### src/rtl/useq_pkg.sv
package useq_pkg;

    typedef enum logic [1:0] {
        SQ_NEXT = 2'b00,
        SQ_DISP = 2'b01,
        SQ_ZERO = 2'b10,
        SQ_RSVD = 2'b11
    } seq_e;

    typedef enum logic [1:0] {
        ALU_ADD   = 2'b00,
        ALU_SUB   = 2'b01,
        ALU_OR    = 2'b10,
        ALU_FUNCT = 2'b11
    } alu_op_e;

    typedef struct packed {
        logic    pc_wr;
        logic    pc_wr_cond;
        logic    pc_src;
        logic    ir_wr;
        logic    mem_rd;
        logic    mem_wr;
        logic    ext_sign;
        logic    alu_imm;
        alu_op_e alu_op;
        logic    reg_dst_rd;
        logic    reg_wr;
        logic    mem_to_reg;
    } ctl_t;

    typedef struct packed {
        seq_e seq;
        ctl_t ctl;
    } uword_t;

    // opcode values
    localparam int OPC_RTYPE = 0;
    localparam int OPC_BEQ   = 4;
    localparam int OPC_ORI   = 13;
    localparam int OPC_LOAD  = 35;
    localparam int OPC_STORE = 43;
    localparam int OPC_NOP   = 63;

    // microprogram line addresses
    localparam int UA_FETCH   = 0;
    localparam int UA_DECODE  = 1;
    localparam int UA_R_EXE   = 2;
    localparam int UA_R_WB    = 3;
    localparam int UA_I_EXE   = 4;
    localparam int UA_I_WB    = 5;
    localparam int UA_L_ADDR  = 6;
    localparam int UA_L_READ  = 7;
    localparam int UA_L_WB    = 8;
    localparam int UA_S_ADDR  = 9;
    localparam int UA_S_WRITE = 10;
    localparam int UA_BRANCH  = 11;
    localparam int UA_ILLEGAL = 12;
    localparam int UA_NOP     = 13;

    function automatic uword_t ucode_line(int addr);
        uword_t w;
        w = '0;
        w.seq = SQ_ZERO;
        case (addr)
            UA_FETCH: begin
                w.seq        = SQ_NEXT;
                w.ctl.pc_wr  = 1'b1;
                w.ctl.ir_wr  = 1'b1;
                w.ctl.mem_rd = 1'b1;
            end
            UA_DECODE: begin
                w.seq          = SQ_DISP;
                w.ctl.ext_sign = 1'b1;
                w.ctl.alu_imm  = 1'b1;
            end
            UA_R_EXE: begin
                w.seq        = SQ_NEXT;
                w.ctl.alu_op = ALU_FUNCT;
            end
            UA_R_WB: begin
                w.ctl.alu_op     = ALU_FUNCT;
                w.ctl.reg_dst_rd = 1'b1;
                w.ctl.reg_wr     = 1'b1;
            end
            UA_I_EXE: begin
                w.seq         = SQ_NEXT;
                w.ctl.alu_imm = 1'b1;
                w.ctl.alu_op  = ALU_OR;
            end
            UA_I_WB: begin
                w.ctl.alu_imm = 1'b1;
                w.ctl.alu_op  = ALU_OR;
                w.ctl.reg_wr  = 1'b1;
            end
            UA_L_ADDR, UA_S_ADDR: begin
                w.seq          = SQ_NEXT;
                w.ctl.ext_sign = 1'b1;
                w.ctl.alu_imm  = 1'b1;
            end
            UA_L_READ: begin
                w.seq          = SQ_NEXT;
                w.ctl.mem_rd   = 1'b1;
                w.ctl.ext_sign = 1'b1;
                w.ctl.alu_imm  = 1'b1;
            end
            UA_L_WB: begin
                w.ctl.reg_wr     = 1'b1;
                w.ctl.mem_to_reg = 1'b1;
            end
            UA_S_WRITE: begin
                w.ctl.mem_wr   = 1'b1;
                w.ctl.ext_sign = 1'b1;
                w.ctl.alu_imm  = 1'b1;
            end
            UA_BRANCH: begin
                w.ctl.pc_wr_cond = 1'b1;
                w.ctl.pc_src     = 1'b1;
                w.ctl.alu_op     = ALU_SUB;
            end
            UA_NOP: begin
                w.seq = SQ_RSVD;
            end
            default: begin
                w.seq = SQ_ZERO;
            end
        endcase
        return w;
    endfunction

    function automatic int dispatch_target(int op);
        case (op)
            OPC_RTYPE: return UA_R_EXE;
            OPC_ORI:   return UA_I_EXE;
            OPC_LOAD:  return UA_L_ADDR;
            OPC_STORE: return UA_S_ADDR;
            OPC_BEQ:   return UA_BRANCH;
            OPC_NOP:   return UA_NOP;
            default:   return UA_ILLEGAL;
        endcase
    endfunction

endpackage

### src/rtl/useq_cstore.sv
module useq_cstore
    import useq_pkg::*;
#(
    parameter int UPC_W = 4
) (
    input  logic [UPC_W-1:0] addr,
    output uword_t           word
);
    localparam int DEPTH = 1 << UPC_W;

    uword_t rom [DEPTH];

    for (genvar i = 0; i < DEPTH; i++) begin : g_line
        assign rom[i] = ucode_line(i);
    end

    assign word = rom[addr];
endmodule

### src/rtl/useq_dispatch.sv
module useq_dispatch
    import useq_pkg::*;
#(
    parameter int OP_W  = 6,
    parameter int UPC_W = 4
) (
    input  logic [OP_W-1:0]  opcode,
    output logic [UPC_W-1:0] target
);
    localparam int ENTRIES = 1 << OP_W;

    logic [UPC_W-1:0] tab [ENTRIES];

    for (genvar i = 0; i < ENTRIES; i++) begin : g_entry
        assign tab[i] = UPC_W'(dispatch_target(i));
    end

    assign target = tab[opcode];
endmodule

### src/rtl/useq_next.sv
module useq_next
    import useq_pkg::*;
#(
    parameter int UPC_W = 4
) (
    input  logic [UPC_W-1:0] upc,
    input  seq_e             seq,
    input  logic [UPC_W-1:0] disp_addr,
    output logic [UPC_W-1:0] upc_nx
);
    always_comb begin
        unique case (seq)
            SQ_NEXT: upc_nx = upc + 1'b1;
            SQ_DISP: upc_nx = disp_addr;
            SQ_ZERO: upc_nx = '0;
            SQ_RSVD: upc_nx = '0;
            default: upc_nx = '0;
        endcase
    end
endmodule

### src/rtl/useq_ctrl.sv
module useq_ctrl
    import useq_pkg::*;
#(
    parameter int OP_W  = 6,
    parameter int UPC_W = 4
) (
    input  logic            clk,
    input  logic            rst_n,
    input  logic [OP_W-1:0] opcode,
    output logic            pc_wr,
    output logic            pc_wr_cond,
    output logic            pc_src,
    output logic            ir_wr,
    output logic            mem_rd,
    output logic            mem_wr,
    output logic            ext_sign,
    output logic            alu_imm,
    output logic [1:0]      alu_op,
    output logic            reg_dst_rd,
    output logic            reg_wr,
    output logic            mem_to_reg
);
    typedef struct packed {
        logic [UPC_W-1:0] upc;
    } state_t;

    state_t           st_d;
    state_t           st_q;
    logic [UPC_W-1:0] upc_cur;
    logic [UPC_W-1:0] disp_addr;
    logic [UPC_W-1:0] upc_nx;
    uword_t           word;

    assign upc_cur = st_q.upc;

    useq_cstore #(.UPC_W(UPC_W)) u_cstore (
        .addr (upc_cur),
        .word (word)
    );

    useq_dispatch #(.OP_W(OP_W), .UPC_W(UPC_W)) u_dispatch (
        .opcode (opcode),
        .target (disp_addr)
    );

    useq_next #(.UPC_W(UPC_W)) u_next (
        .upc       (upc_cur),
        .seq       (word.seq),
        .disp_addr (disp_addr),
        .upc_nx    (upc_nx)
    );

    always_comb begin
        st_d     = st_q;
        st_d.upc = upc_nx;
    end

    always_ff @(posedge clk or negedge rst_n) begin
        if (!rst_n) begin
            st_q <= '0;
        end else begin
            st_q <= st_d;
        end
    end

    assign pc_wr      = word.ctl.pc_wr;
    assign pc_wr_cond = word.ctl.pc_wr_cond;
    assign pc_src     = word.ctl.pc_src;
    assign ir_wr      = word.ctl.ir_wr;
    assign mem_rd     = word.ctl.mem_rd;
    assign mem_wr     = word.ctl.mem_wr;
    assign ext_sign   = word.ctl.ext_sign;
    assign alu_imm    = word.ctl.alu_imm;
    assign alu_op     = word.ctl.alu_op;
    assign reg_dst_rd = word.ctl.reg_dst_rd;
    assign reg_wr     = word.ctl.reg_wr;
    assign mem_to_reg = word.ctl.mem_to_reg;
endmodule

### config.mk
export PLATFORM = sky130hd
export DESIGN_NAME = useq_ctrl
export DESIGN_NICKNAME = d
export VERILOG_FILES = /design/src/rtl/useq_pkg.sv /design/src/rtl/useq_cstore.sv /design/src/rtl/useq_dispatch.sv /design/src/rtl/useq_next.sv /design/src/rtl/useq_ctrl.sv
export SDC_FILE = /design/constraint.sdc
export NUM_CORES = 1
export LEC_CHECK = 0
export BUFFER_PORTS_ARGS = -buffer_cell sky130_fd_sc_hd__buf_4
export CORE_UTILIZATION = 42
export CTS_CLUSTER_DIAMETER = 100
export DETAILED_ROUTE_END_ITERATION = 8
export PLACE_DENSITY = 0.73
export RECOVER_POWER = 50
export SETUP_SLACK_MARGIN = 0.2
export SLEW_MARGIN = 20
export SYNTH_ARGS = -nofsm -noshare
export SYNTH_HDL_FRONTEND = slang
export SYNTH_SLANG_ARGS = --single-unit
### constraint.sdc
create_clock -name clk -period 1.6 [get_ports clk]
set_input_delay 0.32 -clock clk [delete_from_list [all_inputs] [get_ports clk]]
set_output_delay 0.32 -clock clk [all_outputs]
set_load 0.05 [all_outputs]
==> reports/metrics.cfg, run 1 <==
[run_status]
status = aborted with a tool error
failed_stage = global routing (5_1_grt)
tool.error = [ERROR DPL-0033] detailed placement checks failed during check placement.

[yosys]
ys_seq_area_share_pct = 18.0
avgSynthCellArea_um2 = 8.55
yosysUniqueCellTypes = 31
syn_inst = 65
yosysWarnings = 0
synth_area_um2 = 556
ys_ff_latch = 4
synth_nets = 81
dominantRegCellSynth = dfrtp_1
synth_edf_count = 0
synthArstFlopShare_pct = 100

[floorplan]
start_util_pct = 47.4
fp.dieH_um = 38.4
die_w_um = 38.4
ios = 21
fp-row-count = 12

[placement]
place.gp.congestion = 0.778
dpl-instance-area_um2 = 821
dpl.hpwl_um = 1170
dp.cells = 106
portBuffers = 20

[clock_network]
cts_buffers = 3
root_buffer = clkbuf_4
cts_buffer_depth = 2
cts.sinks = 4
htreeDepth = 1

[timing]
crit_endpoint = alu_op[0]
worst-ep-kind = primary output

[global_route]
grt_max_degree = 8
antenna_found_initial = 0

==> repair_timing <==
item	in CTS
buffers inserted	5
resized for setup	46
setup endpoints to repair	17
hold buffers	1
pin swaps	7
hold endpoints to repair	4
==> synth_stat cells, types with 2 or more instances <==
cell	n	area share [%]
buf_4	2	2.7
nor2b_1	3	3.4
nor3b_1	2	2.7
inv_1	6	4.1
mux2i_1	3	5.4
nand2_1	4	2.7
o22ai_1	3	3.4
ha_1	8	18
nor2_1	3	2.0
and2_1	3	3.4
nand3b_1	2	2.7
dfrtp_1	4	18
nor4_1	2	2.3
o21ai_0	3	2.7
==> kinds of logic after synthesis <==
logic type               count (synthesis)  share of synthesized area, %
flip-flops                               4                          18.0
XOR/XNOR                                 1                          1.58
AND/OR/NAND/NOR                         24                          26.3
buffers and inverters                   10                          9.46
multiplexers                             4                          7.43
adder cells (fa/ha/maj)                  8                          18.0
AO/OA/AOI/OAI                           14                          19.1
==> stage by stage <==
step	worst slack [ns]	hold slack, ns
after floorplan	-0.183	0.0244
after global placement	-0.0706	0.116
after detailed placement	-0.0916	0.118
after CTS	-0.146	0.418
==> run 2, diff against run 1 <==
- CORE_AREA: unset -> 2 2 63 65
- CORE_UTILIZATION: 42 -> unset
- CTS_CLUSTER_DIAMETER: 100 -> unset
- DIE_AREA: unset -> 0 0 65 67
- PLACE_DENSITY: 0.73 -> unset
- PLACE_DENSITY_LB_ADDON: unset -> 0.15
- SETUP_SLACK_MARGIN: 0.2 -> unset
- clock period: 1.6 -> 2.1 ns (I/O delays scaled with it)
==> reports/metrics.cfg, run 2 <==
[run_status]
status = completed  ; was aborted with a tool error

[yosys]
synth_top_cell_by_area = dfrtp_1  ; unchanged
yosysUniqueCellTypes = 31  ; unchanged
ys_seq_area_share_pct = 18.0  ; unchanged
synth_most_common_cell = ha_1  ; unchanged
synth_area_leaders = dfrtp_1 18%, ha_1 18%, mux2i_1 5.4%, inv_1 4.1%, and2_1 3.4%  ; unchanged
avgSynthCellArea_um2 = 8.55  ; unchanged
ys_ff_latch = 4  ; unchanged
synth_top_area_share_pct = 18.0  ; unchanged
syn_inst = 65  ; unchanged
dominantRegCellSynth = dfrtp_1  ; unchanged
yosysWarnings = 0  ; unchanged
synthArstFlopShare_pct = 100  ; unchanged
synth_edf_count = 0  ; unchanged
synth_area_um2 = 556  ; unchanged
ys_top_cells_by_count = 8 x ha_1, 6 x inv_1, 4 x dfrtp_1, 4 x nand2_1  ; unchanged
synth_nets = 81  ; unchanged

[worst_setup_path]
cp.buffers_inverters = 1
crit_chain = ha_2 -> ha_1 -> mux2_2 -> buf_4
worstPathRequired_ns = 1.68
cp_top_family = flip-flops
critPathKind = flop to output pin
critPathLaunchType = flop
slowest_delay_ns = 0.44
end_kind = output pin
slowest_stage = dfrtp_1
arrival_ns = 1.54
critPathMaxFanout = 6

[routing]
drc = 0
post_drt_via_cell_ratio = 4.05
drt-initial-drc-count = 13
ant_nets = 0
drt_wl_total_um = 1460
dr.pass1.iters = 4
drt-wirelength-per-cell_um = 10.9
via_count = 543

[global_route]
grt_pass1_vias = 562
grt_pass1_wl_um = 2530
antenna_found_initial = 0
gr-usage-all-layers_pct = 7.45
grt_max_degree = 15
grt_overflow = 0

[final_layout]
regMostFlops = st_q
layout_common_cells = 18 x buf_4, 7 x ha_1, 6 x inv_1, 4 x nand2_1
reg_top3 = st_q x4
fillers = 397
n_antenna_cell = 0
syn2layout_area_growth_pct = 41.0
finalInstanceArea_um2 = 783
largest_register_ff_count = 4
nets = 104
layout-drive-gt1-share_pct = 31.4
final_common_cell = buf_4

[placement]
place_worst_setup_slack_ns = 0.276  ; was -0.0916 ns
portBuffers = 20  ; unchanged
place.gp.congestion = 0.703  ; was 0.778
dpl.hpwl_um = 1140  ; was 1170 um
dpl-instance-area_um2 = 748  ; was 821 um^2

[timing]
max_slew_margin_pct = 62.1
timing.fmax_mhz = 511
period_minus_slack_ns = 1.96
skew_ns = 0.00175
report.final.slew_viol_count = 0
setup_violations = 0
layout_setup_ws_ns = 0.141
tightest_slew_ns = 0.554
hold_viol_final = 0
rsz0062_at_grt = no
fin_crit_sh_pct = 93.3

[clock_network]
cts_buffers = 3  ; unchanged
cts.clk_slew.worst_paths_ns = 0.03
clk_latency_ns = 0.21
root_buffer = clkbuf_8  ; was clkbuf_4
cts_tree = yes
cts.sinks = 4  ; unchanged
cts_buffer_depth = 2  ; unchanged
htreeDepth = 1  ; unchanged

[floorplan]
dieArea_um2 = 4360
start_util_pct = 15.4  ; was 47.4%
die_w_um = 65  ; was 38.4 um
ios = 21  ; unchanged
core_um2 = 3610
fp.dieH_um = 67  ; was 38.4 um
fp-row-count = 22  ; was 12

[run]
max_cap_violations = 0

[worst_hold_path]
hold_class = flop to flop

-- run 2: path summary, 6_finish.rpt --
check,start,end,slack [ns],depth (start not counted)
setup / recovery,st_q[1],alu_op[0],0.14,4
hold / removal,st_q[0],st_q[0],0.55,1
setup reg to reg,st_q[1],st_q[0],0.23,5
hold reg to reg,st_q[0],st_q[0],0.55,1
max in group asynchronous,rst_n,st_q[0],1.33,2
min in group asynchronous,rst_n,st_q[3],0.57,2
-- run 2: kinds of logic after synthesis --
logic type / Yosys count / synth area share, %
compound gates: 14 / 19.1
xor+xnor: 1 / 1.58
fa+ha+maj: 8 / 18.0
buf+inv: 10 / 9.46
flops: 4 / 18.0
mux: 4 / 7.43
simple gates: 24 / 26.3
-- run 2: routing by layer --
layer  vias up  share of wire [%]  track usage [%]
li1        279                  -                -
met1       244                 50             9.59
met2        18                 45             12.0
met3         2                4.0             1.01
met4         0               0.96             3.99
met5         -                  0                0
-- run 2: layout make-up --
class | count | area, um^2 | share of cell area [%]
Sequential cell | 4 | 103 | 13.1
Tap cell | 48 | 60.1 | 7.67
Inverter | 6 | 22.5 | 2.88
Timing Repair Buffer | 22 | 158 | 20.1
Multi-Input combinational cell | 51 | 399 | 51.0
Clock buffer | 3 | 41.3 | 5.27
-- run 2: metrics by stage --
step | cells | util (%) | TNS (ns) | hold WS (ns)
2_1_floorplan | 65 | - | -0.0428 | 0.124
3_3_place_gp | 130 | 20.7 | 0 | 0.221
3_5_place_dp | 130 | 20.7 | 0 | 0.220
4_1_cts | 134 | 22.2 | 0 | 0.538
5_1_grt | 134 | 21.7 | 0 | 0.581
6_report | 134 | 21.7 | 0 | 0.551
-- run 2: repair_timing --
action / CTS / global route
endpoints found under the setup margin: 0 / 2
gates resized for setup: 0 / 3
hold buffers: 1 / 0
hold endpoints to repair: 4 / 0
setup buffers: 0 / 0
Power of run 2 is not shown: default switching activity piles up to over one toggle a cycle in this logic, so the estimate is an artifact.
==> run 3, diff against run 2 <==
- clock period: 2.1 -> 1.7 ns (I/O delays scaled with it)
==> reports/metrics.cfg, run 3 (synthesis results as in run 2) <==
[run_status]
status = complete, but fails checks  ; was completed
violations = setup timing

[timing]
hold_viol_final = 0  ; unchanged
max_slew_margin_pct = 57.5  ; was 62.1%
layout_setup_ws_ns = -0.0691  ; was 0.141 ns
tightest_slew_ns = 0.621  ; was 0.554 ns
rsz0062_at_grt = yes  ; was no
setup_violations = 6  ; was 0
skew_ns = 0.000753  ; was 0.00175 ns
timing.fmax_mhz = 565
report.final.slew_viol_count = 0  ; unchanged
period_minus_slack_ns = 1.77
fin_crit_sh_pct = 104
setup_tns_ns = -0.165  ; was 0 ns
hold_ws_ns = 0.486  ; was 0.551 ns

[global_route]
antenna_found_initial = 0  ; unchanged
grt_pass1_vias = 593  ; was 562
grt_max_degree = 9  ; was 15
grt_pass1_wl_um = 2670  ; was 2530 um
gr-usage-all-layers_pct = 8.20  ; was 7.45%
grt_overflow = 0  ; unchanged

[final_layout]
utilization_pct = 31.1  ; was 21.7%
layout-drive-gt1-share_pct = 63.8  ; was 31.4%
final_common_cell = buf_4  ; unchanged
n_antenna_cell = 0  ; unchanged
fillers = 380  ; was 397
nets = 123  ; was 104
syn2layout_area_growth_pct = 102  ; was 41.0%
largest_register_ff_count = 4  ; unchanged
layout.cells.non_filler = 153  ; was 134
reg_top3 = st_q x4  ; unchanged
layout_common_cells = 22 x buf_4, 16 x buf_6, 5 x ha_4, 4 x inv_1, 4 x nand2_1  ; was 18 x buf_4, 7 x ha_1, 6 x inv_1, 4 x nand2_1
regMostFlops = st_q  ; unchanged

[worst_setup_path]
crit_chain = ha_4 -> ha_4 -> mux2_4 -> buf_8  ; was ha_2 -> ha_1 -> mux2_2 -> buf_4
worstPathRequired_ns = 1.36  ; was 1.68 ns
critPathKind = flop to output pin  ; unchanged
slowest_delay_ns = 0.45  ; was 0.44 ns
slowest_stage = dfrtp_2  ; was dfrtp_1
critPathLaunchType = flop  ; unchanged
cpMostUsedCell = ha_4
cp.buffers_inverters = 1  ; unchanged
cp_top_family = flip-flops  ; unchanged
end_kind = output pin  ; unchanged
critPathMaxFanout = 4  ; was 6
arrival_ns = 1.43  ; was 1.54 ns

[worst_hold_path]
hold_class = input port to asynchronous set/reset pin  ; was flop to flop

[power_and_ir_drop]
p_leak_nw = 0.475
powerDensity_nw_per_um2 = 2170
totalPowerFinal_mw = 2.43
peakVddDrop_v = 0.000452

[clock_network]
htreeDepth = 1  ; unchanged
clk_latency_ns = 0.21  ; about the same
cts.sinks = 4  ; unchanged
cts_tree = yes  ; unchanged
root_buffer = clkbuf_8  ; unchanged
cts_buffers = 3  ; unchanged
cts.clk_slew.worst_paths_ns = 0.03  ; about the same
cts_buffer_depth = 2  ; unchanged

[floorplan]
dieArea_um2 = 4360  ; unchanged
start_util_pct = 15.4  ; unchanged
ios = 21  ; unchanged
core_um2 = 3610  ; unchanged
fp.dieH_um = 67  ; unchanged
fp-row-count = 22  ; unchanged
die_w_um = 65  ; unchanged

[placement]
dpl.hpwl_um = 1230  ; was 1140 um
place.gp.congestion = 0.666  ; was 0.703
portBuffers = 20  ; unchanged
dp.cells = 141  ; was 130

[routing]
drt_wl_total_um = 1670  ; was 1460 um
via_count = 632  ; was 543
drt-wirelength-per-cell_um = 10.9  ; about the same
drc = 0  ; unchanged
dr.pass1.iters = 2  ; was 4
ant_nets = 0  ; unchanged
post_drt_via_cell_ratio = 4.13  ; was 4.05
drt-initial-drc-count = 23  ; was 13

[run]
max_cap_violations = 0  ; unchanged

[run 3: cell count changes in the layout (fill, tap and decap cells not counted), moves of 3 or more]
cell / previous run / this run
nor2_1: 3 / 0
nor2_2: 0 / 3
buf_6: 0 / 16
buf_4: 18 / 22
ha_4: 0 / 5
ha_1: 7 / 2
[run 3: repair_timing]
item	in CTS	in global routing
endpoints found under the setup margin	12	13
buffers inserted	4	4
resized for setup	28	10
hold buffers	1	0
pin swaps	3	3
endpoints found under the hold margin	4	0
[run 3: worst reg2reg max path, stage by stage (launching register included)]
cell	delay [ns]
dfrtp_2	0.45
inv_4	0.10
ha_4	0.13
or4b_4	0.46
buf_4	0.16
o32ai_2	0.24
[run 3: final cells by class]
class	count	area (um^2)	share of cell area (%)
Multi-Input combinational cell	51	519	46.3
Timing Repair Buffer	41	374	33.3
Sequential cell	4	103	9.14
Tap cell	48	60.1	5.35
Clock buffer	3	41.3	3.68
Inverter	6	25.0	2.23
[run 3: path summary, 6_finish.rpt]
| path | from | endpoint | slack, ns | depth (start not counted) |
|---|---|---|---|---|
| max in group asynchronous | rst_n | st_q[1] | 1.00 | 2 |
| worst min register to register | st_q[3] | st_q[0] | 0.76 | 3 |
| worst max register to register | st_q[1] | st_q[3] | 0.07 | 5 |
| min in group clk | opcode[5] | st_q[1] | 0.49 | 3 |
| worst max-delay path | st_q[1] | alu_op[0] | -0.07 | 4 |
| worst min-delay path | rst_n | st_q[3] | 0.49 | 2 |
[run 3: metal layers]
layer,wire (um),part of all wire [%],track usage (%)
met1,694,41,8.48
met2,886,53,15.2
met3,68,4.1,1.18
met4,25,1.5,5.59
met5,0,0,0
[run 3: stage by stage]
| stage | area [um^2] | setup slack [ns] |
|---|---|---|
| final | 1120 | -0.0691 |
| after global routing | 1120 | -0.0984 |
| after CTS | 1050 | -0.0552 |
| after detailed placement | 853 | -0.0296 |
| after global placement | 853 | -0.00151 |
| after floorplan | 584 | -0.168 |
[run 3: report_power, final]
group          switching [mW]  internal [mW]  total (mW)
Sequential             0.0646          0.143       0.208
Clock                  0.0458          0.151       0.196
Combinational            1.08          0.945        2.03
Total                    1.19           1.24        2.43
No activity file was read; power rests on OpenSTA's default activity.
